File: src/rtl/drive_level_adjuster.sv
module drive_level_adjuster #(
  parameter int LANES = 4,
  parameter int CW    = $clog2(LANES + 1)
) (
  input  logic               clk,
  input  logic               rst_n,
  input  logic               train_clr,
  input  logic               load,
  input  logic [CW-1:0]      lane_cnt,
  input  logic [2*LANES-1:0] swing_req,
  input  logic [2*LANES-1:0] pe_req,
  input  logic               hop_from_src,
  input  logic [1:0]         src_swing_max,
  input  logic [1:0]         src_pe_max,
  input  logic               rpt_swing3_ok,
  input  logic               rpt_pe3_ok,
  output logic [7:0]         lane_set0,
  output logic [7:0]         lane_set1,
  output logic [7:0]         lane_set2,
  output logic [7:0]         lane_set3,
  output logic               all_max_swing
);

  logic [1:0]    sw_lim, pe_lim, v, p;
  logic          vf, pf;
  logic [7:0]    set_d, set_q;
  logic [CW-1:0] cnt_q;

  assign sw_lim = hop_from_src ? src_swing_max : (rpt_swing3_ok ? 2'd3 : 2'd2);
  assign pe_lim = hop_from_src ? src_pe_max    : (rpt_pe3_ok    ? 2'd3 : 2'd2);

  always_comb begin
    v = '0;
    p = '0;
    for (int i = 0; i < LANES; i++) begin
      if (i < int'(lane_cnt)) begin
        if (swing_req[2*i +: 2] > v) v = swing_req[2*i +: 2];
        if (pe_req[2*i +: 2] > p)    p = pe_req[2*i +: 2];
      end
    end
    pf = (p >= pe_lim);
    if (pf) p = pe_lim;
    if (v > 2'd3 - p) v = 2'd3 - p;
    vf = (v >= sw_lim);
    if (vf) v = sw_lim;
    set_d = {2'b00, pf, p, vf, v};
  end

  always_ff @(posedge clk or negedge rst_n) begin
    if (!rst_n) begin
      set_q <= '0;
      cnt_q <= '0;
    end else if (train_clr) begin
      set_q <= '0;
      cnt_q <= '0;
    end else if (load) begin
      set_q <= set_d;
      cnt_q <= lane_cnt;
    end
  end

  assign lane_set0     = set_q;
  assign lane_set1     = set_q;
  assign lane_set2     = set_q;
  assign lane_set3     = set_q;
  assign all_max_swing = (cnt_q != '0) && set_q[2];

  p_clear_wins_r8: assert property (@(posedge clk) disable iff (!rst_n)
    train_clr |=> (lane_set0 == 8'h00 && !all_max_swing));
  p_hold_r8: assert property (@(posedge clk) disable iff (!rst_n)
    (!train_clr && !load) |=> ($stable(lane_set0) && $stable(all_max_swing)));
  p_same_byte_r5: assert property (@(posedge clk) disable iff (!rst_n)
    (lane_set0 == lane_set1 && lane_set1 == lane_set2 && lane_set2 == lane_set3));
  p_swing_cap_r3: assert property (@(posedge clk) disable iff (!rst_n)
    ({1'b0, lane_set0[1:0]} + {1'b0, lane_set0[4:3]}) <= 3'd3);
  p_top_zero_r9: assert property (@(posedge clk) disable iff (!rst_n)
    lane_set0[7:6] == 2'b00);
  p_allmax_flag_r7: assert property (@(posedge clk) disable iff (!rst_n)
    all_max_swing |-> lane_set0[2]);
  p_rpt_limit_r6: assert property (@(posedge clk) disable iff (!rst_n)
    (load && !train_clr && !hop_from_src && !rpt_swing3_ok) |=> (lane_set0[1:0] <= 2'd2));

endmodule

File: config.mk
export PLATFORM = sky130hd
export DESIGN_NAME = drive_level_adjuster
export DESIGN_NICKNAME = d
export VERILOG_FILES = /design/src/rtl/drive_level_adjuster.sv
export SDC_FILE = /design/constraint.sdc
export NUM_CORES = 1
export LEC_CHECK = 0
export ABC_CLOCK_PERIOD_IN_PS = 2000
export BUFFER_PORTS_ARGS = -buffer_cell sky130_fd_sc_hd__buf_2
export CAP_MARGIN = 40
export CORE_MARGIN = 2
export CORE_UTILIZATION = 53
export CTS_BUF_LIST = sky130_fd_sc_hd__clkbuf_4
export DETAILED_ROUTE_END_ITERATION = 10
export HOLD_SLACK_MARGIN = 0.06
export MAX_ROUTING_LAYER = met4
export PLACE_DENSITY = 0.94
export REMOVE_ABC_BUFFERS = 1
export SYNTH_ARGS = -nofsm -noshare
export SYNTH_HDL_FRONTEND = slang
export SYNTH_SLANG_ARGS = --single-unit
File: constraint.sdc
create_clock -name clk -period 2 [get_ports clk]
set_input_delay 0.2 -clock clk [delete_from_list [all_inputs] [get_ports clk]]
set_output_delay 0.2 -clock clk [all_outputs]
set_load 0.02 [all_outputs]
==> results.py <==
metrics = {
    "worst_setup_path": {
        "rr_worst_depth": 2,
        "path_class": "primary input to flip-flop",
        "cp_common_cell": "ha_4",
        "cp_max_fo": 3,
        "required_ns": 2.18,
        "startpoint_type": "primary input",
        "crit_slowest_cell": "or4_4",
        "startpoint": "lane_cnt[0]",
        "timing.rr.start": "lane_set0[2]",
        "cp.arrival_ns": 5.30,
        "cp-end-kind": "flip-flop",
        "critPathMaxStageDelay_ns": 0.55,
    },
    "die": {
        "fp-row-count": 18,
        "core_sq_mm": 0.00252,
        "start_util_pct": 56.9,
        "die_area_sq_mm": 0.00314,
        "io_pins": 63,
        "die_w_um": 56.0,
        "die_h_um": 56.0,
    },
    "cts": {
        "htreeDepth": 1,
        "clk_pin_slew_ns": 0.07,
        "cts_tree": "yes",
        "cts_buffer_depth": 2,
        "cts-root-buf": "clkbuf_4",
        "clk_latency_ns": 0.27,
        "clock-sinks": 9,
        "cts-buffers-inserted": 3,
    },
    "hold_path": {
        "worstHoldStart": "train_clr",
        "hold_class": "primary input to flip-flop",
        "holdPathStages": 2,
    },
    "run": {
        "cap_violations": 0,
    },
    "layout": {
        "fin_cells": 302,
        "final_cell_mix": "52 x buf_4, 51 x buf_2, 21 x inv_1",
        "layout-area-overhead-vs-synth_pct": 68.2,
        "design_area_sq_mm": 0.00241,
        "drive_gt1_share_pct": 64.2,
        "mostFrequentLayoutCell": "buf_4",
        "num-nets-final": 328,
        "fillers": 64,
        "final_util_pct": 95.7,
    },
    "power": {
        "power.total_mw": 1.39,
        "p_per_area_mw_per_mm2": 576,
        "leakage_nw": 1.32,
        "vdd_drop_max_uv": 587,
    },
    "outcome": {
        "violations": "setup timing",
        "status": "finished, violations left",
    },
    "sta": {
        "min_period_over_period_pct": 256,
        "hold_violations": 0,
        "worst_slack_ns": -3.11,
        "fmax_mhz": 196,
        "tns_ns": -11.88,
        "fin_crit_ns": 5.11,
        "rsz0062_at_grt": "yes",
        "setup_viol": 6,
        "skew_ns": 0,
        "hold_slack_ns": 0.244,
        "finalMaxSlewViolations": 0,
    },
    "routing": {
        "route.final.wire_length_um": 7380,
        "wl_per_cell_um": 24.4,
        "route.met2.wl_um": 3380,
        "drc": 0,
        "via_per_inst": 6.27,
        "drt-initial-drc-count": 131,
        "drt-met1-wl_um": 2360,
        "dr_wl_met3_um": 796,
        "first_pass_iters": 7,
        "top_layer_used": "met4",
        "vias": 1895,
        "ant_nets": 0,
    },
    "global_route": {
        "antenna_found_initial": 1,
        "overflow": 0,
        "grt_max_degree": 12,
        "grt_pass1_vias": 1726,
        "grt_first_pass_wirelength_um": 7940,
        "grt_usage_pct": 33.1,
    },
    "synthesis": {
        "synthCells": 174,
        "synthDistinctLibCells": 37,
        "synth-main-ff-cell": "dfrtp_1",
        "yosysWarnings": 0,
        "ys_ff_latch": 9,
        "synth-edff-count": 0,
        "syn_area_sq_mm": 0.00144,
        "synthArstFlopShare_pct": 100,
        "synth_area_per_cell_sq_um": 8.25,
        "ys_seq_area_share_pct": 15.7,
    },
    "placed_design": {
        "placed_cell_area_sq_mm": 0.00187,
        "io_buffers": 54,
        "dp_slack_ns": -3.22,
        "place_congestion": 0.821,
        "dp_hpwl_um": 2850,
        "place_inst": 277,
    },
}
[layout make-up]
| cell class | count | area, sq um | share of cell area (%) |
|---|---|---|---|
| diodes | 1 | 2.50 | 0.104 |
| clock buffers | 4 | 30.0 | 1.24 |
| inverters | 25 | 96.3 | 3.99 |
| multi-input cells | 118 | 1240 | 51.5 |
| flip-flops and latches | 9 | 225 | 9.33 |
| well taps | 30 | 37.5 | 1.56 |
| repair buffers | 115 | 779 | 32.3 |
[flip-flops by register name (all words and copies together) (netlist names)]
name and flops:
cnt_q 3, lane_set0 6
[logic make-up (layout without fill, tap and decap cells)]
group / after synthesis / after routing / synth area share (%)
AO/OA/AOI/OAI: 34 / 34 / 18.3
adder cells (fa/ha/maj): 26 / 26 / 22.7
buffers and inverters: 54 / 144 / 21.3
flip-flops: 9 / 9 / 15.7
multiplexers: 11 / 11 / 7.85
other: 1 / 9 / 0.261
AND/OR/NAND/NOR: 39 / 39 / 13.9
[Yosys cell counts (2+ instances only)]
cell type  number  area share [%]
buf_4          27              14
ha_1           26              23
inv_1          25             6.5
nor2_1         18             4.7
dfrtp_1         9              16
mux2i_1         9             6.3
nand2_1         7             1.8
a21oi_1         6             2.1
nand2b_1        4             1.7
o21ai_0         3             1.0
o221ai_1        3             1.8
o22ai_1         3             1.3
a21o_1          2             1.0
a21oi_2         2             1.2
a31oi_1         2            0.87
mux2_2          2             1.6
nor2b_1         2            0.87
o21a_1          2             1.0
o221a_2         2             1.6
o31a_1          2             1.2
or3_1           2            0.87
[critical path: cells and delay by family]
| family | cells | cell delay (ns) |
|---|---|---|
| AO/OA/AOI/OAI | 9 | 1.71 |
| buffers and inverters | 5 | 0.39 |
| AND/OR/NAND/NOR | 7 | 1.52 |
| multiplexers | 1 | 0.23 |
| adder cells (fa/ha/maj) | 5 | 1.23 |
[final timing paths]
kind | slack, ns | end
worst max-delay path | -3.11 | lane_set0[0]
worst min-delay path | 0.24 | lane_set0[2]
worst min register to register | 0.63 | cnt_q[1]
worst max register to register | 1.16 | lane_set0[2]
min in group asynchronous | 0.30 | cnt_q[0]
max in group asynchronous | 1.51 | lane_set0[5]
[repair_timing]
item	CTS	global route
buffers inserted	13	7
hold buffers	1	0
pin swaps	24	26
resized for setup	47	31
endpoints found under the setup margin	6	6
hold endpoints to repair	9	0
[report_power, final]
part | internal (mW) | total (mW) | switching [mW]
Clock | 0.0908 | 0.163 | 0.0720
Sequential | 0.198 | 0.220 | 0.0214
Combinational | 0.473 | 1.01 | 0.535
[per-layer routing]
layer / global-route usage, % / up-vias
met5: - / -
met4: 22.4 / 0
met3: 7.67 / 84
met2: 56.6 / 196
met1: 33.2 / 853
li1: - / 762
(Power assumes the default switching activity.)
